--- src/rtl/bx_pkg.sv ---
package bx_pkg;

    localparam int BX_HALVES = 2;

    typedef enum logic {
        SRC_1B = 1'b0,
        SRC_2B = 1'b1
    } bx_src_e;

    typedef struct packed {
        bx_src_e              src;
        logic [BX_HALVES-1:0] ld_n;
        logic                 a_oe_n;
        logic [BX_HALVES-1:0] b_oe_n;
    } bx_ctrl_t;

    localparam bx_ctrl_t BX_CTRL_IDLE = '{
        src:    SRC_1B,
        ld_n:   {BX_HALVES{1'b1}},
        a_oe_n: 1'b1,
        b_oe_n: {BX_HALVES{1'b1}}
    };

endpackage

--- src/rtl/bx_ctrl_stage.sv ---
module bx_ctrl_stage
    import bx_pkg::*;
#(
    parameter int DATA_W = 12
) (
    input  logic                 clk,
    input  logic                 rst,
    input  logic                 sel,
    input  logic [BX_HALVES-1:0] ld_n,
    input  logic                 a_oe_n,
    input  logic [BX_HALVES-1:0] b_oe_n,
    input  logic [DATA_W-1:0]    a_in,
    output bx_ctrl_t             ctrl_q,
    output logic [DATA_W-1:0]    a_q
);

    // Sampling stage: controls and the outbound word move together
    always_ff @(posedge clk) begin
        if (rst) begin
            ctrl_q <= BX_CTRL_IDLE;
            a_q    <= '0;
        end else begin
            ctrl_q.src    <= sel ? SRC_2B : SRC_1B;
            ctrl_q.ld_n   <= ld_n;
            ctrl_q.a_oe_n <= a_oe_n;
            ctrl_q.b_oe_n <= b_oe_n;
            a_q           <= a_in;
        end
    end

endmodule

--- src/rtl/bx_bport_reg.sv ---
module bx_bport_reg #(
    parameter int DATA_W = 12
) (
    input  logic              clk,
    input  logic              rst,
    input  logic              load_n,
    input  logic              oe_n,
    input  logic [DATA_W-1:0] d,
    output logic [DATA_W-1:0] q,
    output logic              drive
);

    always_ff @(posedge clk) begin
        if (rst) begin
            q     <= '0;
            drive <= 1'b0;
        end else begin
            if (!load_n) begin
                q <= d;
            end
            drive <= !oe_n;
        end
    end

    AST_HALF_HOLD: assert property (@(posedge clk) disable iff (rst) load_n |=> $stable(q));
    AST_HALF_DRIVE: assert property (@(posedge clk) disable iff (rst) !rst |=> (drive == !$past(oe_n)));

endmodule

--- src/rtl/bx_return_path.sv ---
module bx_return_path
    import bx_pkg::*;
#(
    parameter int DATA_W = 12
) (
    input  logic              clk,
    input  logic              rst,
    input  bx_src_e           src,
    input  logic [DATA_W-1:0] b1,
    input  logic [DATA_W-1:0] b2,
    input  logic              oe_n,
    output logic [DATA_W-1:0] a_out,
    output logic              a_drive
);

    logic [DATA_W-1:0] pick;
    logic [DATA_W-1:0] held;

    always_comb begin
        unique case (src)
            SRC_1B:  pick = b1;
            SRC_2B:  pick = b2;
            default: pick = b1;
        endcase
    end

    // Shared storage, then the registered narrow output
    always_ff @(posedge clk) begin
        if (rst) begin
            held    <= '0;
            a_out   <= '0;
            a_drive <= 1'b0;
        end else begin
            held    <= pick;
            a_out   <= held;
            a_drive <= !oe_n;
        end
    end

    AST_PICK_LOW: assert property (@(posedge clk) disable iff (rst) (src == SRC_1B) |=> (held == $past(b1)));
    AST_PICK_HIGH: assert property (@(posedge clk) disable iff (rst) (src == SRC_2B) |=> (held == $past(b2)));
    AST_NARROW_DRIVE: assert property (@(posedge clk) disable iff (rst) !rst |=> (a_drive == !$past(oe_n)));

endmodule

--- src/rtl/regbus_exchanger.sv ---
module regbus_exchanger
    import bx_pkg::*;
#(
    parameter int DATA_W = 12
) (
    input  logic              clk,
    input  logic              rst,
    input  logic              sel,
    input  logic              ld1_n,
    input  logic              ld2_n,
    input  logic              a_oe_n,
    input  logic              b1_oe_n,
    input  logic              b2_oe_n,
    input  logic [DATA_W-1:0] a_in,
    output logic [DATA_W-1:0] a_out,
    output logic              a_drive,
    input  logic [DATA_W-1:0] b1_in,
    output logic [DATA_W-1:0] b1_out,
    output logic              b1_drive,
    input  logic [DATA_W-1:0] b2_in,
    output logic [DATA_W-1:0] b2_out,
    output logic              b2_drive
);

    localparam int WIDE_W = DATA_W * BX_HALVES;

    bx_ctrl_t          ctrl_q;
    logic [DATA_W-1:0] a_q;
    logic [DATA_W-1:0] half_q [BX_HALVES];
    logic              half_drv [BX_HALVES];
    logic [WIDE_W-1:0] wide_word;

    bx_ctrl_stage #(.DATA_W(DATA_W)) u_ctrl (
        .clk    (clk),
        .rst    (rst),
        .sel    (sel),
        .ld_n   ({ld2_n, ld1_n}),
        .a_oe_n (a_oe_n),
        .b_oe_n ({b2_oe_n, b1_oe_n}),
        .a_in   (a_in),
        .ctrl_q (ctrl_q),
        .a_q    (a_q)
    );

    for (genvar h = 0; h < BX_HALVES; h++) begin : g_half
        bx_bport_reg #(.DATA_W(DATA_W)) u_half (
            .clk    (clk),
            .rst    (rst),
            .load_n (ctrl_q.ld_n[h]),
            .oe_n   (ctrl_q.b_oe_n[h]),
            .d      (a_q),
            .q      (half_q[h]),
            .drive  (half_drv[h])
        );
        assign wide_word[h*DATA_W +: DATA_W] = half_q[h];
    end

    assign b1_out   = wide_word[0 +: DATA_W];
    assign b2_out   = wide_word[DATA_W +: DATA_W];
    assign b1_drive = half_drv[0];
    assign b2_drive = half_drv[1];

    bx_return_path #(.DATA_W(DATA_W)) u_ret (
        .clk     (clk),
        .rst     (rst),
        .src     (ctrl_q.src),
        .b1      (b1_in),
        .b2      (b2_in),
        .oe_n    (ctrl_q.a_oe_n),
        .a_out   (a_out),
        .a_drive (a_drive)
    );

    AST_LOW_LOAD: assert property (@(posedge clk) disable iff (rst) !ctrl_q.ld_n[0] |=> (b1_out == $past(a_q)));
    AST_HIGH_LOAD: assert property (@(posedge clk) disable iff (rst) !ctrl_q.ld_n[1] |=> (b2_out == $past(a_q)));

endmodule

--- config.mk ---
export PLATFORM = sky130hd
export DESIGN_NAME = regbus_exchanger
export DESIGN_NICKNAME = d
export VERILOG_FILES = /design/src/rtl/bx_pkg.sv /design/src/rtl/bx_ctrl_stage.sv /design/src/rtl/bx_bport_reg.sv /design/src/rtl/bx_return_path.sv /design/src/rtl/regbus_exchanger.sv
export SDC_FILE = /design/constraint.sdc
export NUM_CORES = 1
export LEC_CHECK = 0
export BUFFER_PORTS_ARGS = -buffer_cell sky130_fd_sc_hd__buf_2
export CORE_MARGIN = 2
export CORE_UTILIZATION = 45
export CTS_CLUSTER_SIZE = 8
export DETAILED_ROUTE_END_ITERATION = 12
export GPL_TIMING_DRIVEN = 0
export PLACE_DENSITY = 0.73
export SLEW_MARGIN = 5
export SYNTH_ARGS = -nofsm -noshare
export SYNTH_HDL_FRONTEND = slang
export SYNTH_SLANG_ARGS = --single-unit
--- constraint.sdc ---
create_clock -name clk -period 1.6 [get_ports clk]
set_input_delay 0.24 -clock clk [delete_from_list [all_inputs] [get_ports clk]]
set_output_delay 0.24 -clock clk [all_outputs]
set_load 0.005 [all_outputs]
Word level (Yosys, flattened, before mapping)
Index checks and enable logic that the tools add are counted.

word-level totals
  register bits after elaboration = 69
  input bits = 44
  output and inout bits = 39
  word-level logic and storage cells = 18

operators by class
  muxes and demuxes = 2
  bitwise operators = 1
  reductions and logical operators = 3

operators with widths
  cell                                 number
  12-bit case mux with 2 select lines  1
  1-bit zero test                      3
  1-bit two-way mux                    1
  1-bit inverter                       1

Depth between registers and ports, before layout
  depth in word-level cells = 2
  depth in mapped cells = 4

By module
Synthesis repeated with hierarchy kept, for this count alone.

second synthesis, totals
  cells, all modules = 182
  area total of the unflattened synthesis = 2150.8 um^2

modules (own cells, without submodules)
  module          times used  cells each  area each (um^2)  sequential area each (um^2)
  bx_bport_reg    2           40          445.4             260.2
  bx_return_path  1           65          765.7             500.5
  bx_ctrl_stage   1           37          494.2             360.3

Least setup slack after synthesis
OpenSTA, ideal clock, no wires.

  path type = register -> register
  start = reg u_ctrl.ctrl_q[3] (netlist name)
  end = reg g_half[0].u_half.q[1]
  data arrival time = 0.760 ns
  path slack = 0.723 ns
  stages on the path, launching flop included = 4
  clock period less this slack = 0.877 ns
  cell sequence = dfxtp_1 > buf_6 > mux2i_1 > nor2_1

RTL lines
  what                    line                text
  end signal: assignment  bx_bport_reg.sv:15  q <= '0;
  end signal: assignment  bx_bport_reg.sv:19  q <= d;
  end: declaration        bx_bport_reg.sv:9   output logic [DATA_W-1:0] q,

Worst setup path after layout
  start = reg g_half[1].u_half.q[0]
  end = out b2_out[0]

RTL lines
  what                      line                    text
  start: declaration        bx_bport_reg.sv:9
  start signal: assignment  bx_bport_reg.sv:15
  start signal: assignment  bx_bport_reg.sv:19
  end: declaration          regbus_exchanger.sv:21  output logic [DATA_W-1:0] b2_out,

No word-level cell between the ends.

==> metrics <==
status finished, final reports clean; GP Congestion 0.716; worst-margin pin slew 214 ps; CTS Root Cell clkbuf_8; level count of the clock H-tree 3; Max IR drop VDD 0.685 mV; Post-DP Area 2640 um2; crit-path max FO 2; Syn. warnings 0; pwr dens 1230 nW/um2; GRT Residual Overflow 0; Hold Path Class in2reg; vias in the first global route between 1k and 1.5k; Via density 4.46; Die Y 73.3 um; Main synth FF type dfxtp_1; Seq cells post-synth 69; clock latency on the worst-skew pair between 300 and 400 ps; Post-Synthesis Cells 185; initial antenna violation count 0; leading area contributor after synthesis dfxtp_1; CP arrival 800 ps; post_cts resized 0; Async SR Flop Fraction 0%; antenna viol nets, final 0; ant diodes 0; Synth-to-Final Area Change 31.7%; Fin. Hold Viols 0; Max Fclk 966 MHz; final clock skew 7.52 ps; first-pass GRT wire length 6070 um; first drt pass iteration count 4; detailed-route via count 1497; Post-synth EDFFs 0; Detailed Route WL 3960 um; leakage 1.47 nW; Chip Width ~73 um; Max-Cap Viols 0; GRT Total Usage 15.6%; syn_area_per_cell approximately 12 um2; Final nets 321; largest stage delay on the critical path 350 ps; Worst-path clk slew 70 ps; Setup crit end kind output pin; final instance area 2850 um2; clk buf depth 2; # IOs slightly above 80; largest net degree at the start of global routing 12; register area share after synthesis 63.9%; Iter 0 DRT Violations 53; ranking of synthesized cells by area dfxtp_1 (64%), mux2i_1 (17%), nor2b_1 (7.2%); cell with the most instances after synthesis dfxtp_1; share of cells above drive strength 1 37.9%; clk sink count 69; final period demand of the worst path 1040 ps; IO Port Bufs 81; total CTS buffers 9; Setup crit start kind flip-flop; die area 5380 um2; RSZ-0062 raised after global routing no; Top delay family on crit path flip-flops; final setup vio count 0; Detailed Place HPWL 2870 um; CTS tree built; Initial Utilization between 40% and 50%; CP max-delay cell dfxtp_1; Post-Route Setup TNS 0 ps; final worst path period share 64.7%; num rows 25; Critical Path RT ~1400 ps; total setup buffers inserted after CTS 0; syn_nets 229; worst-path cell chain buf_2; Bufs and invs on worst path 1; Hold Buf Count CTS 0; # fillers 433; Core ar. 4690 um2; DRC errors left 0; WS Path Type reg2out; Synth top area share 63.9%; mapped cell area roughly 2200 um2; Distinct cells, synth 7; final slew viol count 0; Rel. slew slack between 80% and 90%; top cells by count, synth dfxtp_1 (69), nor2_1 (39), mux2i_1 (36), nor2b_1 (25), buf_2 (6); wire per inst 11.8 um
placed cells by master (no fill, tap or decap):
cell type   Yosys  final
nor2_1         39     39
mux2i_1        36     36
clkinvlp_4      0      1
buf_6           5      5
clkbuf_1        0      1
nor2b_1        25     25
dfxtp_1        69     69
or2_1           5      5
clkbuf_8        0     12
clkinv_2        0      1
buf_2           6     87
bufinv_16       0      1
routing by layer:
metal	global-route usage (%)	up-vias	routed length, um
met5	0	-	0
met4	9.70	0	71
met3	4.66	6	210
met2	25.0	40	1980
met1	18.2	680	1710
li1	-	771	-
metrics by stage:
step	worst slack [ps]	power [W]	utilization [%]	hold slack, ps	cells
floorplan	723	0.00200	-	337	185
CTS	556	0.00355	60.7	77.1	336
global route	473	0.00367	60.7	76.6	336
detailed placement	594	0.00212	56.2	376	320
finish	565	0.00351	60.7	92.0	336
global placement	629	0.00211	56.2	369	320
logic make-up after synthesis:
group,after synthesis,synth area share (%)
flip-flops,69,63.9
multiplexers,36,16.7
buffers and inverters,11,3.99
AND/OR/NAND/NOR,69,15.5
registers in the layout, indices dropped and copies added, names as in the netlist:
name	flops
g_half.u_half.drive	2
g_half.u_half.q	24
u_ctrl.a_q	12
u_ctrl.ctrl_q	6
u_ret.a_drive	1
u_ret.a_out	12
u_ret.held	12
report_power, final:
part	total (W)	switching (W)	internal (W)
registers	0.00183	0.0000295	0.00180
logic	0.000245	0.000107	0.000138
clock network	0.00143	0.000587	0.000846
path summary, 6_finish.rpt:
| path | end | depth (start not counted) | slack, ps | from |
|---|---|---|---|---|
| max | b2_out[0] | 1 | 560 | g_half[1].u_half.q[0] |
| min | u_ctrl.ctrl_q[2] | 2 | 90 | a_oe_n |
| max reg2reg | u_ret.held[5] | 3 | 610 | u_ctrl.ctrl_q[5] |
| min reg2reg | u_ret.a_drive | 1 | 380 | u_ctrl.ctrl_q[2] |
final cells by class:
cell class	count	area [um2]	area share (%)
tap	54	67.6	2.37
multi-input combinational	105	694	24.4
sequential	69	1380	48.5
clock inverter	3	42.5	1.49
buffer	11	86.3	3.03
clock buffer	13	169	5.93
timing repair buffer	81	405	14.2
No activity file was read; power rests on OpenSTA's default activity.
